## src/rtl/wsc_pkg.sv

```systemverilog
package wsc_pkg;
  localparam int FIELD_W  = 2;
  localparam int LEN_W    = 3;
  localparam int RG_SFR   = 0;
  localparam int RG_IMEM  = 1;
  localparam int RG_EXT0  = 2;

  // Cycle count of one external-area access
  function automatic logic [LEN_W-1:0] ext_cycles(
    input logic [FIELD_W-1:0] fld,
    input logic               wr,
    input logic               mux
  );
    if (mux)
      return (fld == 2'b11) ? LEN_W'(4) : LEN_W'(3);
    else if (fld == 2'b00)
      return wr ? LEN_W'(2) : LEN_W'(1);
    else
      return LEN_W'(fld) + LEN_W'(1);
  endfunction

  function automatic logic [LEN_W-1:0] imem_cycles(input logic wait_bit);
    return wait_bit ? LEN_W'(2) : LEN_W'(1);
  endfunction
endpackage

```

## src/rtl/wsc_cfg_reg.sv

```systemverilog
module wsc_cfg_reg #(
  parameter int          REG_W   = 8,
  parameter logic [7:0]  RST_VAL = 8'hFF
) (
  input  logic             clk,
  input  logic             rst_n,
  input  logic             we,
  input  logic [REG_W-1:0] wdata,
  output logic [REG_W-1:0] value
);
  always_ff @(posedge clk or negedge rst_n) begin
    if (!rst_n)  value <= REG_W'(RST_VAL);
    else if (we) value <= wdata;
  end
endmodule

```

## src/rtl/wsc_len_lut.sv

```systemverilog
module wsc_len_lut
  import wsc_pkg::*;
#(
  parameter int NUM_EXT = 4,
  parameter int RGN_W   = 3,
  localparam int REG_W  = NUM_EXT * FIELD_W
) (
  input  logic [REG_W-1:0] cfg,
  input  logic [RGN_W-1:0] region,
  input  logic             wr,
  input  logic             mux,
  input  logic             imem_wait,
  output logic [LEN_W-1:0] len
);
  logic [FIELD_W-1:0] fld [NUM_EXT];

  for (genvar g = 0; g < NUM_EXT; g++) begin : g_fld
    assign fld[g] = cfg[g*FIELD_W +: FIELD_W];
  end

  always_comb begin
    len = LEN_W'(2);  // special-function area and unused codes
    if (region == RGN_W'(RG_IMEM))
      len = imem_cycles(imem_wait);
    for (int i = 0; i < NUM_EXT; i++) begin
      if (region == RGN_W'(RG_EXT0 + i))
        len = ext_cycles(fld[i], wr, mux);
    end
  end
endmodule

```

## src/rtl/wsc_seq.sv

```systemverilog
module wsc_seq #(
  parameter int LEN_W = 3
) (
  input  logic             clk,
  input  logic             rst_n,
  input  logic             start,
  input  logic [LEN_W-1:0] len,
  output logic             accept,
  output logic             busy,
  output logic             done
);
  logic [LEN_W-1:0] remain;

  assign busy   = (remain != '0);
  assign done   = (remain == LEN_W'(1));
  assign accept = start && !busy;

  always_ff @(posedge clk or negedge rst_n) begin
    if (!rst_n)      remain <= '0;
    else if (accept) remain <= len;
    else if (busy)   remain <= remain - LEN_W'(1);
  end
endmodule

```

## src/rtl/bus_wait_ctrl.sv

```systemverilog
module bus_wait_ctrl
  import wsc_pkg::*;
#(
  parameter int NUM_EXT = 4,
  parameter int RGN_W   = 3,
  localparam int REG_W  = NUM_EXT * FIELD_W
) (
  input  logic             clk,
  input  logic             rst_n,
  input  logic             cfg_we,
  input  logic [REG_W-1:0] cfg_wdata,
  input  logic             req_start,
  input  logic [RGN_W-1:0] req_region,
  input  logic             req_write,
  input  logic             mux_mode,
  input  logic             int_mem_wait,
  output logic             busy,
  output logic             done
);
  logic [REG_W-1:0] cfg_q;
  logic [LEN_W-1:0] load_len;
  logic             accept;

  wsc_cfg_reg #(.REG_W(REG_W), .RST_VAL(8'hFF)) u_cfg (
    .clk(clk), .rst_n(rst_n), .we(cfg_we), .wdata(cfg_wdata), .value(cfg_q)
  );

  wsc_len_lut #(.NUM_EXT(NUM_EXT), .RGN_W(RGN_W)) u_lut (
    .cfg(cfg_q), .region(req_region), .wr(req_write), .mux(mux_mode),
    .imem_wait(int_mem_wait), .len(load_len)
  );

  wsc_seq #(.LEN_W(LEN_W)) u_seq (
    .clk(clk), .rst_n(rst_n), .start(req_start), .len(load_len),
    .accept(accept), .busy(busy), .done(done)
  );
endmodule

```

## config.mk

```make
export PLATFORM = sky130hd
export DESIGN_NAME = bus_wait_ctrl
export DESIGN_NICKNAME = d
export VERILOG_FILES = /design/src/rtl/wsc_pkg.sv /design/src/rtl/wsc_cfg_reg.sv /design/src/rtl/wsc_len_lut.sv /design/src/rtl/wsc_seq.sv /design/src/rtl/bus_wait_ctrl.sv
export SDC_FILE = /design/constraint.sdc
export NUM_CORES = 1
export LEC_CHECK = 0
export ABC_AREA = 1
export BUFFER_PORTS_ARGS = -buffer_cell sky130_fd_sc_hd__clkbuf_2
export CAP_MARGIN = 20
export CORE_UTILIZATION = 56
export CTS_CLUSTER_SIZE = 30
export DETAILED_ROUTE_END_ITERATION = 8
export HOLD_SLACK_MARGIN = 0.05
export PLACE_DENSITY = 0.85
export RECOVER_POWER = 100
export SLEW_MARGIN = 20
export SYNTH_ARGS = -nofsm -noshare
export SYNTH_HDL_FRONTEND = slang
export SYNTH_SLANG_ARGS = --single-unit
```

## constraint.sdc

```tcl
create_clock -name clk -period 4.01 [get_ports clk]
set_input_delay 0.802 -clock clk [delete_from_list [all_inputs] [get_ports clk]]
set_output_delay 0.802 -clock clk [all_outputs]
set_load 0.01 [all_outputs]
```

==> impl_results.md <==
- I/O Pins: 20
- Reg-to-reg setup timing slack: 2.50 ns
- H-Tree Depth: 1
- Root Buffer: clkbuf_4
- DP HPWL: 1310 µm
- Max-Cap Viols: 0
- Worst slack, placed: 2.14 ns
- Crit-path cells: inv_1, ha_1, inv_1, nor2_1, inv_1, clkbuf_1
- DRC viols: 0
- Setup_tns: 0 ns
- Most used flip-flop cell after synthesis: dfstp_2
- CP peak stage delay: 0.38 ns
- First-pass GRT wire length: 2710 µm
- Cts hold-fix bufs: 0
- RSZ-0062 raised after global routing: no
- DRT Pass-1 Iters: 4
- Critical path type: flip-flop to output port
- Worst-path clk slew: 0.07 ns
- Clk Latency, worst-skew pair: 0.27 ns
- Routed length per instance: 8.97 µm
- CP required: 3.21 ns
- Total number of vias: 829
- Number of slew-limit violations in the final report: 0
- Largest net degree at the start of global routing: 17
- Yosys reg bits: 11
- Slew headroom: 59.5%
- Min-Delay Path Class: flip-flop to flip-flop
- Worst path top cell family by delay: flip-flops
- Mapped Nets: 163
- PostCTS Resize Cnt: 0
- Tmin final: 2.16 ns
- Critical path startpoint category: flip-flop
- Final hold slack: 0.487 ns
- Slew @ Worst Pin: 0.608 ns
- Skew final: 0.00126 ns
- Yosys warning count: 0
- Pleak: 0.572 nW
- Final Instance Area: 0.00103 mm²
- GRT overflow: 0
- Fin util: 68.1%
- Routed vias/inst: 4.82
- Post-synth cell types: 17
- Crit end category: output port
- Fin. Hold Viols: 0
- IO buf count: 19
- Cell Area, Synth: 893 µm²
- TritonCTS clock tree: built
- DIE WIDTH: 41.9 µm
- Worst path slowest cell: dfrtp_1
- Final WL: 1540 µm
- Rows: 14
- Share of cells above drive strength 1: 17.3%
- Initial Util: 59.3%
- Post-CTS setup buffers: 0
- Number of global-route vias before repair: 747
- VDD IR max: 231 µV
- Gr usage total: 20.3%
- Ratio of final minimum period to clock period: 53.8%
- Initial DRC count: 15
- Synthesized area per cell: 6.67 µm²
- Commonest non-fill, non-tap cell in the layout: nand2_1
- Nets: 186
- Die extent in y: 41.9 µm
- DP Area: 0.00100 mm²
- Worst Path Buf+Inv: 4
- Status: finished, final reports clean
- Setup violators final: 0
- Post-synthesis cell count: 134
- Most frequent cells in the layout: 45 x nand2_1, 24 x inv_1, 17 x o21ai_0, 15 x clkbuf_2, 11 x ha_1
- Detail Route Antenna Nets: 0
- Antenna violations before repair: 0
- Achievable Freq: 463 MHz
- Setup ws final: 1.85 ns
- CTS max path bufs: 2
- Die area: 0.00176 mm²
- PD cells: 379 mW/mm²
- Sinks on Clock Net: 11
- Crit path top cell by count: inv_1
- EDFF count, synth: 0
- Sequential-to-total area share from yosys stat: 31.9%
- # diodes: 0
- Core footprint: 0.00151 mm²
- Number of buffers created by CTS: 3
- P&R area growth vs syn: 14.8%
- Worst path arrival time: 1.36 ns
- Post-synth ARST share: 100%
- Routability congestion estimate: 0.811
- Maximum fanout along the worst path: 4
-- per-stage QoR --
step	std cells	power, mW
final	172	0.389
after global placement	168	0.309
after detailed placement	168	0.318
after CTS	172	0.395
after global routing	172	0.424
after floorplan	134	0.272
-- cells by family after synthesis --
logic type	synth area share [%]
AO/OA/AOI/OAI	14.7
flip-flops	31.9
buffers and inverters	10.9
adder cells (fa/ha/maj)	15.4
AND/OR/NAND/NOR	27.0
-- registers in the layout, summed over array words and instances, names as in the netlist --
signal and count:
u_cfg.value 8, u_seq.remain 3
-- area by class of cell --
cell class / count / area [µm²]
well taps: 16 / 20.0
clock buffers: 4 / 26.3
multi-input cells: 97 / 510
flip-flops and latches: 11 / 285
inverters: 25 / 93.8
repair buffers: 19 / 90.1
fillers: 152 / 480
-- cell usage after synthesis, types with 2 or more instances --
| master | count | area share [%] |
|---|---|---|
| ha_1 | 11 | 15 |
| nand2_1 | 45 | 19 |
| o22ai_1 | 2 | 1.4 |
| nor2_1 | 8 | 3.4 |
| inv_1 | 24 | 10 |
| nand3_1 | 4 | 2.2 |
| dfstp_2 | 8 | 24 |
| o21ai_0 | 17 | 9.5 |
| dfrtp_1 | 3 | 8.4 |
| nor3_1 | 2 | 1.1 |
| a21oi_1 | 4 | 2.2 |
-- layer usage --
| layer | up-vias | track usage (%) | wire length [µm] |
|---|---|---|---|
| met4 | 0 | 9.68 | 30 |
| met2 | 17 | 34.4 | 699 |
| met3 | 4 | 3.91 | 59 |
| met5 | - | 0 | 0 |
| li1 | 467 | - | - |
| met1 | 341 | 24.5 | 752 |
-- worst paths after layout --
path,to,start,cells after the start
worst min register to register,u_seq.remain[1]$_DFFE_PN0P_,u_seq.remain[1]$_DFFE_PN0P_,2
max in group asynchronous,u_seq.remain[1]$_DFFE_PN0P_,rst_n,1
worst max register to register,u_seq.remain[1]$_DFFE_PN0P_,u_cfg.value[0]$_DFFE_PN1P_,12
min in group asynchronous,u_seq.remain[0]$_DFFE_PN0P_,rst_n,1
worst max-delay path,busy,u_seq.remain[0]$_DFFE_PN0P_,6
worst min-delay path,u_seq.remain[1]$_DFFE_PN0P_,u_seq.remain[1]$_DFFE_PN0P_,2
-- tightest hold or removal path: stages, from the launching register on --
cell	delay (ns)
dfrtp_1	0.34
nand2_1	0.06
nand2_1	0.06
-- power breakdown --
group	total (mW)	internal, mW	switching, mW
clock network	0.0766	0.0385	0.0380
logic	0.158	0.0623	0.0955
registers	0.155	0.141	0.0140
Note: power is estimated with default switching activity, not from simulation.
